<file path="src/rtl/clkctl_pkg.sv">
package clkctl_pkg;
  typedef enum logic [2:0] {
    PH_IDLE, PH_RX, PH_ACK, PH_TX, PH_MACK, PH_SKIP
  } phase_e;

  typedef enum logic [1:0] {
    BK_ADDR, BK_CMD, BK_COUNT, BK_DATA
  } byte_kind_e;

  localparam logic [6:0] SLAVE_ID   = 7'b1101001;
  localparam logic [7:0] BLOCK_CMD  = 8'h00;
endpackage

</file>
<file path="src/rtl/clkctl_line_sync.sv">
module clkctl_line_sync #(
  parameter int STAGES = 2
) (
  input  logic clk,
  input  logic rst_n,
  input  logic scl_i,
  input  logic sda_i,
  output logic scl_s,
  output logic sda_s,
  output logic scl_rise,
  output logic scl_fall,
  output logic start_det,
  output logic stop_det
);
  logic [STAGES-1:0] scl_q, sda_q;
  logic scl_p, sda_p;

  always_ff @(posedge clk) begin
    if (!rst_n) begin
      scl_q <= '1;
      sda_q <= '1;
      scl_p <= 1'b1;
      sda_p <= 1'b1;
    end else begin
      scl_q <= {scl_q[STAGES-2:0], scl_i};
      sda_q <= {sda_q[STAGES-2:0], sda_i};
      scl_p <= scl_s;
      sda_p <= sda_s;
    end
  end

  assign scl_s     = scl_q[STAGES-1];
  assign sda_s     = sda_q[STAGES-1];
  assign scl_rise  = scl_s & ~scl_p;
  assign scl_fall  = ~scl_s & scl_p;
  assign start_det = scl_s & scl_p & sda_p & ~sda_s;
  assign stop_det  = scl_s & scl_p & ~sda_p & sda_s;
endmodule

</file>
<file path="src/rtl/clkctl_regbank.sv">
module clkctl_regbank #(
  parameter int         NUM_REGS     = 6,
  parameter logic [7:0] DEFAULT_FILL = 8'hFF
) (
  input  logic                  clk,
  input  logic                  rst_n,
  input  logic                  wr_en,
  input  logic [7:0]            wr_idx,
  input  logic [7:0]            wr_data,
  input  logic [7:0]            rd_idx,
  output logic [7:0]            rd_data,
  output logic [8*NUM_REGS-1:0] regs_flat
);
  logic [7:0] bank [NUM_REGS];

  for (genvar g = 0; g < NUM_REGS; g++) begin : g_reg
    always_ff @(posedge clk) begin
      if (!rst_n)
        bank[g] <= DEFAULT_FILL;
      else if (wr_en && wr_idx == 8'(g))
        bank[g] <= wr_data;
    end
    assign regs_flat[8*g +: 8] = bank[g];
  end

  always_comb begin
    rd_data = 8'hFF;
    for (int i = 0; i < NUM_REGS; i++)
      if (rd_idx == 8'(i)) rd_data = bank[i];
  end
endmodule

</file>
<file path="src/rtl/clkctl_i2c_fsm.sv">
module clkctl_i2c_fsm
  import clkctl_pkg::*;
#(
  parameter int NUM_REGS = 6
) (
  input  logic       clk,
  input  logic       rst_n,
  input  logic       sda_s,
  input  logic       scl_rise,
  input  logic       scl_fall,
  input  logic       start_det,
  input  logic       stop_det,
  input  logic [7:0] rd_data,
  output logic       sda_oe,
  output logic       wr_en,
  output logic [7:0] wr_idx,
  output logic [7:0] wr_data,
  output logic [7:0] rd_idx
);
  localparam logic [7:0] REG_LIMIT = 8'(NUM_REGS);

  phase_e     phase;
  byte_kind_e kind;
  logic [2:0] bitcnt;
  logic [7:0] shreg, txsh, budget, idx;
  logic       byte_full, rd_mode, host_ack;
  logic       byte_done, data_ok;

  assign byte_done = (phase == PH_RX) && scl_fall && byte_full;
  assign data_ok   = (idx < budget) && (idx < REG_LIMIT);
  assign wr_en     = byte_done && (kind == BK_DATA) && data_ok;
  assign wr_idx    = idx;
  assign wr_data   = shreg;
  assign rd_idx    = idx;
  assign sda_oe    = (phase == PH_ACK) || ((phase == PH_TX) && !txsh[7]);

  always_ff @(posedge clk) begin
    if (!rst_n) begin
      phase     <= PH_IDLE;
      kind      <= BK_ADDR;
      bitcnt    <= '0;
      shreg     <= '0;
      txsh      <= 8'hFF;
      budget    <= '0;
      idx       <= '0;
      byte_full <= 1'b0;
      rd_mode   <= 1'b0;
      host_ack  <= 1'b0;
    end else if (start_det) begin
      phase     <= PH_RX;
      kind      <= BK_ADDR;
      bitcnt    <= '0;
      byte_full <= 1'b0;
      rd_mode   <= 1'b0;
    end else if (stop_det) begin
      phase <= PH_IDLE;
    end else begin
      case (phase)
        PH_RX: begin
          if (scl_rise && !byte_full) begin
            shreg  <= {shreg[6:0], sda_s};
            bitcnt <= bitcnt + 3'd1;
            if (bitcnt == 3'd7) byte_full <= 1'b1;
          end
          if (byte_done) begin
            byte_full <= 1'b0;
            phase     <= PH_SKIP;
            unique case (kind)
              BK_ADDR:
                if (shreg[7:1] == SLAVE_ID) begin
                  phase   <= PH_ACK;
                  rd_mode <= shreg[0];
                  kind    <= BK_CMD;
                  idx     <= '0;
                end
              BK_CMD:
                if (shreg == BLOCK_CMD) begin
                  phase <= PH_ACK;
                  kind  <= BK_COUNT;
                end
              BK_COUNT: begin
                phase  <= PH_ACK;
                budget <= shreg;
                kind   <= BK_DATA;
                idx    <= '0;
              end
              BK_DATA:
                if (data_ok) begin
                  phase <= PH_ACK;
                  idx   <= idx + 8'd1;
                end
            endcase
          end
        end
        PH_ACK:
          if (scl_fall) begin
            bitcnt <= '0;
            if (rd_mode) begin
              phase <= PH_TX;
              txsh  <= rd_data;
            end else begin
              phase <= PH_RX;
            end
          end
        PH_TX:
          if (scl_fall) begin
            if (bitcnt == 3'd7) begin
              phase <= PH_MACK;
            end else begin
              txsh   <= {txsh[6:0], 1'b1};
              bitcnt <= bitcnt + 3'd1;
            end
          end
        PH_MACK: begin
          if (scl_rise) begin
            host_ack <= !sda_s;
            if (!sda_s) idx <= idx + 8'd1;
          end
          if (scl_fall) begin
            bitcnt <= '0;
            if (host_ack) begin
              phase <= PH_TX;
              txsh  <= rd_data;
            end else begin
              phase <= PH_SKIP;
            end
          end
        end
        default: ;
      endcase
    end
  end
endmodule

</file>
<file path="src/rtl/clkctl_i2c_slave.sv">
module clkctl_i2c_slave #(
  parameter int         NUM_REGS     = 6,
  parameter int         SYNC_STAGES  = 2,
  parameter logic [7:0] DEFAULT_FILL = 8'hFF
) (
  input  logic                  clk,
  input  logic                  rst_n,
  input  logic                  scl_i,
  input  logic                  sda_i,
  output logic                  sda_oe,
  output logic [8*NUM_REGS-1:0] ctrl_regs
);
  logic       scl_s, sda_s, scl_rise, scl_fall, start_det, stop_det;
  logic       wr_en;
  logic [7:0] wr_idx, wr_data, rd_idx, rd_data;

  clkctl_line_sync #(.STAGES(SYNC_STAGES)) u_sync (
    .clk(clk), .rst_n(rst_n), .scl_i(scl_i), .sda_i(sda_i),
    .scl_s(scl_s), .sda_s(sda_s), .scl_rise(scl_rise), .scl_fall(scl_fall),
    .start_det(start_det), .stop_det(stop_det)
  );

  clkctl_i2c_fsm #(.NUM_REGS(NUM_REGS)) u_fsm (
    .clk(clk), .rst_n(rst_n), .sda_s(sda_s), .scl_rise(scl_rise),
    .scl_fall(scl_fall), .start_det(start_det), .stop_det(stop_det),
    .rd_data(rd_data), .sda_oe(sda_oe), .wr_en(wr_en), .wr_idx(wr_idx),
    .wr_data(wr_data), .rd_idx(rd_idx)
  );

  clkctl_regbank #(.NUM_REGS(NUM_REGS), .DEFAULT_FILL(DEFAULT_FILL)) u_bank (
    .clk(clk), .rst_n(rst_n), .wr_en(wr_en), .wr_idx(wr_idx),
    .wr_data(wr_data), .rd_idx(rd_idx), .rd_data(rd_data),
    .regs_flat(ctrl_regs)
  );
endmodule

</file>
<file path="config.mk">
export PLATFORM = sky130hd
export DESIGN_NAME = clkctl_i2c_slave
export DESIGN_NICKNAME = d
export VERILOG_FILES = /design/src/rtl/clkctl_pkg.sv /design/src/rtl/clkctl_line_sync.sv /design/src/rtl/clkctl_regbank.sv /design/src/rtl/clkctl_i2c_fsm.sv /design/src/rtl/clkctl_i2c_slave.sv
export SDC_FILE = /design/constraint.sdc
export NUM_CORES = 1
export LEC_CHECK = 0
export ABC_AREA = 0
export BUFFER_PORTS_ARGS = -buffer_cell sky130_fd_sc_hd__clkbuf_2
export CORE_MARGIN = 10
export CORE_UTILIZATION = 59
export CTS_CLUSTER_DIAMETER = 50
export DETAILED_ROUTE_END_ITERATION = 12
export HOLD_SLACK_MARGIN = 0.05
export PLACE_DENSITY = 0.88
export SYNTH_ARGS = -nofsm -noshare
export SYNTH_HDL_FRONTEND = slang
export SYNTH_SLANG_ARGS = --single-unit
</file>
<file path="constraint.sdc">
create_clock -name clk -period 3 [get_ports clk]
set_input_delay 0.15 -clock clk [delete_from_list [all_inputs] [get_ports clk]]
set_output_delay 0.15 -clock clk [all_outputs]
set_load 0.1 [all_outputs]
</file>
======== After elaboration in Yosys (flattened, before gate mapping) ========
Memory sizes are Yosys's and may differ from the RTL's.
Index checks and enable logic that the tools add are counted.
storage, ports and cells
  register bits after elaboration ......... 49
  RAM bits ................................ 48
  output and inout bits ................... 49
  memories kept ........................... 1
operators by class
  add/subtract/negate cells ............... 2
  magnitude comparators ................... 2
  eq/ne operators ......................... 36
  muxes and demuxes ....................... 70
  bitwise logic cells ..................... 20
  reductions and logical operators ........ 42
memory list
  memory       depth  bits a word  rd ports  clocked after Yosys merged registers in  write ports  line                  RTL
  u_bank.bank  6      8            6         0                                        6            clkctl_regbank.sv:14  logic [7:0] bank [NUM_REGS];
operators by type and width
  cell                                                        count
  2-to-1 mux 8 bit                                            23
  case mux 8 bit (3 select lines)                             2
  2-to-1 mux 3 bit                                            13
  2-to-1 mux 1 bit                                            24
  case mux 3 bit (4 select lines)                             2
  AND reduction 6 bit                                         4
  != test 2 x 1 -> 1 bit, second input constant               10
  AND reduction 9 bit                                         2
  equality test 8 x 2 -> 1 bit, second input constant         2
  equality test 8 x 3 -> 1 bit, second input constant         2
  zero test 8 bit                                             2
  != test 4 x 3 -> 1 bit, second input constant               4
  case mux 8 bit (2 select lines)                             1
  logical AND 1 bit                                           13
  AND reduction 4 bit                                         3
  AND reduction 5 bit                                         2
  case mux 3 bit (3 select lines)                             1
  nonzero test 3 bit                                          3
  adder 8 x 1 -> 8 bit, second input constant                 1
  equality test 8 x 1 -> 1 bit, second input constant         1
  less-than comparator 8 x 3 -> 1 bit, second input constant  1
  less-than comparator 8 bit                                  1
  != test 2 bit, second input constant                        4
  != test 4 bit, second input constant                        2
  other kinds (22)                                            49

======== Logic depth before layout (Yosys ltp) ========
Gate-level depths: netlist (run 1).
  depth in word-level cells ............... 11
  gate-level depth with buffers ........... 9

======== Hierarchy ========
Synthesis (run 1) repeated with hierarchy kept, for this count alone.
unflattened totals
  cells, all modules ...................... 469
  area total of the unflattened synthesis .. 5,163.7 µm²
modules (own cells, without submodules)
  module            instances  cells each  area each (µm²)  seq. area each (µm²)
  clkctl_i2c_fsm    1          295         2,656.3          860.8
  clkctl_regbank    1          158         2,317.2          1,441.4
  clkctl_line_sync  1          16          190.2            120.1

======== Worst setup path after synthesis (run 1) ========
No wires, ideal clock.
  kind .................................... register -> register
  from .................................... register u_fsm.idx[2], in the netlist u_fsm.rd_idx[2]
  to ...................................... memory u_bank.bank[3][0], enable pin
  arrival ................................. 2,118 ps
  slack ................................... 547 ps
  stages on the path, launching flop included .. 9
  path buffers ............................ 1
  cells stage by stage .................... dfxtp_1 -> ha_1 -> a211o_1 -> a31oi_1 -> o211ai_1 -> nor4_2 -> and2_1 -> buf_2 -> nand2b_1
RTL lines
  item                    line                   RTL
  from (decl)             clkctl_i2c_fsm.sv:25   logic [7:0] shreg, txsh, budget, idx;
  from (signal assigned)  clkctl_i2c_fsm.sv:90   idx <= idx + 8'd1;
  from (signal assigned)  clkctl_i2c_fsm.sv:117  if (!sda_s) idx <= idx + 8'd1;
  to (decl)               clkctl_regbank.sv:14

==> out/metrics.cfg, run 1 <==
[critical_path]
critPathRequiredTime_ns = 3.05
path_max_fanout = 8
path_class = flip-flop to flip-flop
critPathArrivalTime_ns = 2.78
endpoint_kind = flip-flop
cp-start-kind = flip-flop
crit_path_top_delay_cell = nor4_2
path_buf_inv = 1
cpLargestDelayFamily = simple AND/OR/NAND/NOR gates
slowest_delay_ns = 0.45
crit_chain = inv_1, ha_1, a211o_1, a31oi_1, o211ai_1, nor4_2, and2_1, nand2b_1

[clock_tree]
cts_sinks = 97
cts_buffers = 9
clockRootBuffer = clkbuf_8
clk_pin_slew_ns = 0.11
cts_buffer_depth = 2
ctsHtreeMaxLevel = 3
cts_tree = built
post_cts_resized = 0
insertion_delay_ns = 0.38

[yosys]
synthesis.instances = 510
synth-seq-cells = 97
synthFlopType = dfxtp_1
syn_area_mm2 = 0.00482
synth.net_count = 532
yosysWarnings = 0
synth.avg_cell_area_um2 = 9.46
yosys.cell_types.count = 57
synth_edf_count = 48
synth_seq_area_share_pct = 50.2
async_flop_share_pct = 0

[cells_and_area]
diodes = 0
drive_gt1_share_pct = 15.7
layout.nets = 577
post-route-cell-area_mm2 = 0.00535
area_growth_pct = 11.0

[place]
port_buffers = 52
routabilityCongestion = 0.908
dp_hpwl_um = 9360
dpl_cell_area_mm2 = 0.00515

[routing]
vias = 4111
routed_wl_um = 12800
avgViaCountPerCell = 6.21
detail_route.wl_per_cell_um = 19.4
drtAntennaViolNets = 0
drc = 0
drt_iter0_markers = 471
drt_first_pass_iters = 5

[min_path]
hp-class = flip-flop to flip-flop

[pwr]
cellLeakagePower_nw = 2.16
max-vdd-ir-drop_uv = 380
power_density_mw_per_mm2 = 493

[timing]
fin_setup_tns_ns = 0
finalHoldViolCount = 0
worstMarginPinSlew_ns = 0.921
drv_slew = 0
whs_ns = 0.422
max_freq_mhz = 365
setup_viol = 0
rsz0062_at_grt = false
clock_skew_ns = 0.0226
relSlewSlack_pct = 38.6
post-route-period-util_pct = 91.3
period_needed_ns = 2.74

[global_routing]
grt_pass1_wl_um = 21000
first_global_vias = 3985
grt_antenna_before_repair = 0
grt_max_degree = 54
overflow = 0
grt_use_total_pct = 20.5

[floorplan]
die_area_mm2 = 0.0122
rows = 32
ios = 53
dieHeight_um = 110
coreArea_mm2 = 0.00785
die_w_um = 110
start_util_pct = 61.5

[run]
maxCapViolCount = 0

[status]
status = finished, final reports clean

[synth_stat cells, types with 5 or more instances]
| master | n | area [um2] |
|---|---|---|
| nor2_1 | 22 | 82.6 |
| o22ai_1 | 8 | 50.1 |
| clkbuf_1 | 19 | 71.3 |
| a21boi_0 | 8 | 60.1 |
| inv_1 | 27 | 101 |
| and2_1 | 5 | 31.3 |
| o21ai_0 | 21 | 105 |
| nand3_1 | 25 | 125 |
| o221ai_1 | 8 | 70.1 |
| a21oi_1 | 36 | 180 |
| o211ai_1 | 5 | 37.5 |
| nor2b_1 | 18 | 113 |
| and3_1 | 6 | 37.5 |
| o311ai_0 | 7 | 61.3 |
| nand2b_1 | 16 | 100 |
| nor3_1 | 5 | 25.0 |
| mux2i_1 | 10 | 100 |
| buf_2 | 9 | 45.0 |
| edfxtp_1 | 48 | 1440 |
| nand2_1 | 85 | 319 |
| ha_1 | 18 | 225 |
| dfxtp_1 | 49 | 981 |
[final timing paths]
check                                     from                         endpoint  slack [ns]  depth (start not counted)
hold reg to reg     u_sync.sda_q[0]$_SDFF_PN1_       u_sync.sda_q[1]$_SDFF_PN1_        0.42                          1
hold / removal      u_sync.sda_q[0]$_SDFF_PN1_       u_sync.sda_q[1]$_SDFF_PN1_        0.42                          1
setup / recovery  u_fsm.budget[2]$_SDFFE_PN0P_  u_bank.bank[1][5]$_SDFFCE_PN1P_        0.26                          8
setup reg to reg  u_fsm.budget[2]$_SDFFE_PN0P_  u_bank.bank[1][5]$_SDFFCE_PN1P_        0.26                          8
[cells by family after synthesis]
logic type / Yosys count / share of synthesized area, %
AO/OA/AOI/OAI: 118 / 16.1
XOR/XNOR: 4 / 0.726
adder cells (fa/ha/maj): 18 / 4.67
buffers and inverters: 58 / 5.14
flip-flops: 97 / 50.2
multiplexers: 10 / 2.08
AND/OR/NAND/NOR: 205 / 21.1
[placed cells by master (no fill, tap or decap), types with 3 or more instances in the layout]
master	Yosys	routed
o211ai_1	5	5
o211a_1	3	3
buf_4	1	11
a211o_1	3	3
or4_1	4	4
a21boi_0	8	8
or3_1	3	3
edfxtp_1	48	48
and2_1	5	5
mux2i_1	10	10
a21oi_1	36	36
nand4_1	4	4
nor3_1	5	5
ha_1	18	18
nand2_1	85	85
nor2b_1	18	18
and3_1	6	6
o22ai_1	8	8
nand2b_1	16	16
o311ai_0	7	7
clkbuf_2	0	52
o221ai_1	8	8
o21ai_0	21	21
nand3_1	25	25
nor2_1	22	22
clkbuf_8	0	9
inv_1	27	27
dfxtp_1	49	49
[state kept, by name, summed over array words and instances, names as in the netlist]
register,flops
u_bank.bank,48
u_fsm.budget,8
u_fsm.rd_idx,8
u_fsm.txsh,8
u_fsm.wr_data,8
u_fsm.bitcnt,3
u_fsm.phase,3
u_fsm.kind,2
u_sync.scl_q,2
u_sync.sda_q,2
u_fsm.byte_full,1
u_fsm.host_ack,1
u_fsm.rd_mode,1
u_sync.scl_p,1
u_sync.sda_p,1
[stage by stage]
step	std cells	util, %	power [mW]	setup slack, ns
floorplan	510	-	1.78	0.547
global placement	644	65.6	1.85	0.445
detailed placement	644	65.6	1.86	0.297
CTS	662	68.2	2.63	0.303
global route	662	68.2	2.70	0.107
finish	662	68.2	2.64	0.262
[area by class of cell]
type	count	area [um2]
Fill cell	622	2490
Sequential cell	97	2420
Multi-Input combinational cell	355	2150
Timing Repair Buffer	65	363
Tap cell	102	128
Clock buffer	9	124
Inverter	27	101
Clock inverter	7	61.3
[power by group]
part | leakage [nW] | switching, mW | internal, mW | total, mW
Combinational | 1.19 | 0.331 | 0.0463 | 0.377
Clock | 0.0940 | 0.491 | 0.319 | 0.810
Sequential | 0.880 | 0.0273 | 1.42 | 1.45
[routing by layer]
layer	track usage [%]	share of wire (%)	up-vias
met5	0	0	-
li1	-	-	1904
met4	6.39	2.5	0
met3	4.54	8.3	33
met1	25.3	40	1947
met2	34.8	50	227
[repair_timing]
| item | 4_1_cts | 5_1_grt |
|---|---|---|
| endpoints found under the setup margin | 0 | 0 |
| buffers inserted | 0 | 0 |
| hold buffers | 2 | 0 |
| hold endpoints to repair | 2 | 0 |
Power figures use the tool's default switching activity.
==> inputs of run 2 (changes only) <==
--- a/config.mk
+++ b/config.mk
@@ -8,11 +8,13 @@
 export ABC_AREA = 0
 export BUFFER_PORTS_ARGS = -buffer_cell sky130_fd_sc_hd__clkbuf_2
 export CORE_MARGIN = 10
-export CORE_UTILIZATION = 59
+export CORE_UTILIZATION = 61
+export CTS_BUF_LIST = sky130_fd_sc_hd__clkbuf_2 sky130_fd_sc_hd__clkbuf_4 sky130_fd_sc_hd__clkbuf_8
 export CTS_CLUSTER_DIAMETER = 50
 export DETAILED_ROUTE_END_ITERATION = 12
+export GPL_TIMING_DRIVEN = 0
 export HOLD_SLACK_MARGIN = 0.05
-export PLACE_DENSITY = 0.88
+export PLACE_DENSITY = 0.91
 export SYNTH_ARGS = -nofsm -noshare
 export SYNTH_HDL_FRONTEND = slang
 export SYNTH_SLANG_ARGS = --single-unit
==> out/metrics.cfg, run 2 (synthesis results as in run 1) <==
[status]
status = finished, final reports clean

[clock_tree]
cts_sinks = 97  ; unchanged
cts_buffers = 9  ; unchanged
ctsHtreeMaxLevel = 3  ; unchanged
clockRootBuffer = clkbuf_8
cts_tree = built
cts_buffer_depth = 2  ; unchanged
cts_setup_buffers = 0  ; unchanged
insertion_delay_ns = 0.39  ; about the same
clk_pin_slew_ns = 0.10  ; about the same

[timing]
finalHoldViolCount = 0  ; unchanged
worstMarginPinSlew_ns = 0.875  ; -0.0467 ns
rsz0062_at_grt = false
setup_viol = 0  ; unchanged
whs_ns = 0.297  ; -0.124 ns
drv_slew = 0  ; unchanged
clock_skew_ns = 0.0156  ; -0.00702 ns
period_needed_ns = 2.83  ; +0.0884 ns
max_freq_mhz = 354  ; -3.1%
relSlewSlack_pct = 41.6  ; +3.0 points
post-route-period-util_pct = 94.2  ; +2.9 points

[cells_and_area]
drive_gt1_share_pct = 16.7  ; +1.0 points
diodes = 0  ; unchanged
final_cell_mix = nand2_1, clkbuf_2, edfxtp_1, dfxtp_1, a21oi_1
regMostFlops = u_bank.bank
area_growth_pct = 13.2
largest_register_ffs = 48  ; unchanged
final_common_cell = nand2_1
layout.nets = 597  ; +3.5%

[routing]
met2WireLength_um = 6270  ; -1.4%
drtAntennaViolNets = 0  ; unchanged
drt-met1-wl_um = 4820  ; -5.2%
vias = 4249  ; +3.4%
wl_met3_um = 1320  ; +24%
drt_first_pass_iters = 5  ; unchanged
detail_route.wl_per_cell_um = 18.8  ; -3.1%
avgViaCountPerCell = 6.23  ; +0.33%
drc = 0  ; unchanged
routed.top_layer = met4
routed_wl_um = 12800  ; -0.17%
drt_iter0_markers = 484  ; +2.8%

[critical_path]
worstRegToRegCells = 8  ; unchanged
critPathRequiredTime_ns = 3.08  ; +0.03 ns
path_class = flip-flop to flip-flop
endpoint_kind = flip-flop
critPathArrivalTime_ns = 2.91  ; +0.13 ns
cp-start-kind = flip-flop
path_max_fanout = 9  ; +1

[global_routing]
first_global_vias = 4136  ; +3.8%
overflow = 0  ; unchanged
grt_use_total_pct = 21.8  ; +1.3 points
grt_max_degree = 21  ; -61%
grt_pass1_wl_um = 20500  ; -2.5%
grt_antenna_before_repair = 0  ; unchanged

[pwr]
seq_power_share_pct = 53.7  ; -1.3 points
intPower_mw = 1.81  ; +0.87%
p_switching_mw = 0.896  ; +5.5%
p_comb_share_pct = 14.2  ; about the same
fin_total_pwr_mw = 2.70  ; +2.4%
power_density_mw_per_mm2 = 495  ; +0.38%
cellLeakagePower_nw = 2.20  ; +1.8%
max-vdd-ir-drop_uv = 345  ; -9.4%
switching_share_pct = 33.2  ; +0.99 points
clkPwrFrac_pct = 32.1  ; +1.4 points

[run]
maxCapViolCount = 0  ; unchanged

[place]
routabilityCongestion = 0.960  ; +5.8%
port_buffers = 52  ; unchanged
dp_hpwl_um = 9420  ; +0.57%

[min_path]
hp-class = primary input to flip-flop
whs_path_depth = 3  ; +2

[floorplan]
die_w_um = 109  ; -1.4%
die_area_mm2 = 0.0119  ; -2.7%
ios = 53  ; unchanged
dieHeight_um = 109  ; -1.4%
coreArea_mm2 = 0.00773  ; -1.5%
rows = 32  ; unchanged
start_util_pct = 62.4  ; +0.96 points

-- run 2: changes by cell type in the layout (fill, tap and decap cells not counted), sizes merged --
cell,previous run,this run
clkinv,2,3
clkinvlp,1,0
buf,11,12
clkbuf,61,80
-- run 2: cell type report --
class / instances / area (um2)
Clock inverter: 7 / 76.3
Inverter: 27 / 101
Multi-Input combinational cell: 355 / 2180
Fill cell: 538 / 2270
Buffer: 31 / 146
Sequential cell: 97 / 2420
Tap cell: 102 / 128
Clock buffer: 9 / 124
Timing Repair Buffer: 54 / 280
-- run 2: what timing repair did --
action | CTS | global route
setup endpoints to repair | 24 | 48
gates resized for setup | 2 | 7
hold buffers | 2 | 0
endpoints found under the hold margin | 2 | 0
-- run 2: worst paths after layout --
| path | from | end | slack, ns |
|---|---|---|---|
| min | rst_n | u_sync.sda_p$_SDFF_PN1_ | 0.30 |
| max | u_fsm.rd_idx[2]$_SDFFE_PN0P_ | u_bank.bank[1][3]$_SDFFCE_PN1P_ | 0.17 |
| min reg2reg | u_sync.sda_q[0]$_SDFF_PN1_ | u_sync.sda_q[1]$_SDFF_PN1_ | 0.42 |
| max reg2reg | u_fsm.rd_idx[2]$_SDFFE_PN0P_ | u_bank.bank[1][3]$_SDFFCE_PN1P_ | 0.17 |
-- run 2: worst max-delay path, stage by stage, from the launching register on --
cell      delay, ns
dfxtp_2        0.44
ha_1           0.29
a211o_1        0.32
a31oi_1        0.20
o211ai_1       0.22
nor4_4         0.39
and2_1         0.18
buf_2          0.20
nand2b_2       0.28
-- run 2: through the flow --
step           worst slack (ns)  std cells  setup TNS [ns]  instance area (um2)  utilization (%)
3_5_place_dp            -0.0527        664          -0.692                 5210             67.4
4_1_cts                 -0.0105        682         -0.0715                 5440             70.4
3_3_place_gp            0.00748        664               0                 5210             67.4
6_report                  0.174        682               0                 5460             70.6
2_1_floorplan             0.547        510               0                 4820                -
5_1_grt                  0.0135        682               0                 5460             70.6
-- run 2: layer usage --
layer  global-route usage, %  up-vias
met4                    8.19        0
met5                       0        -
met2                    36.2      234
li1                        -     1950
met3                    5.78       48
met1                    26.6     2017
-- run 2: power by group through the flow --
stage	registers (mW)	clock network (mW)	logic, mW
2_1_floorplan	1.72	0	0.0606
3_3_place_gp	1.48	0	0.374
3_5_place_dp	1.48	0	0.377
4_1_cts	1.45	0.861	0.380
5_1_grt	1.45	0.907	0.394
6_report	1.45	0.868	0.383
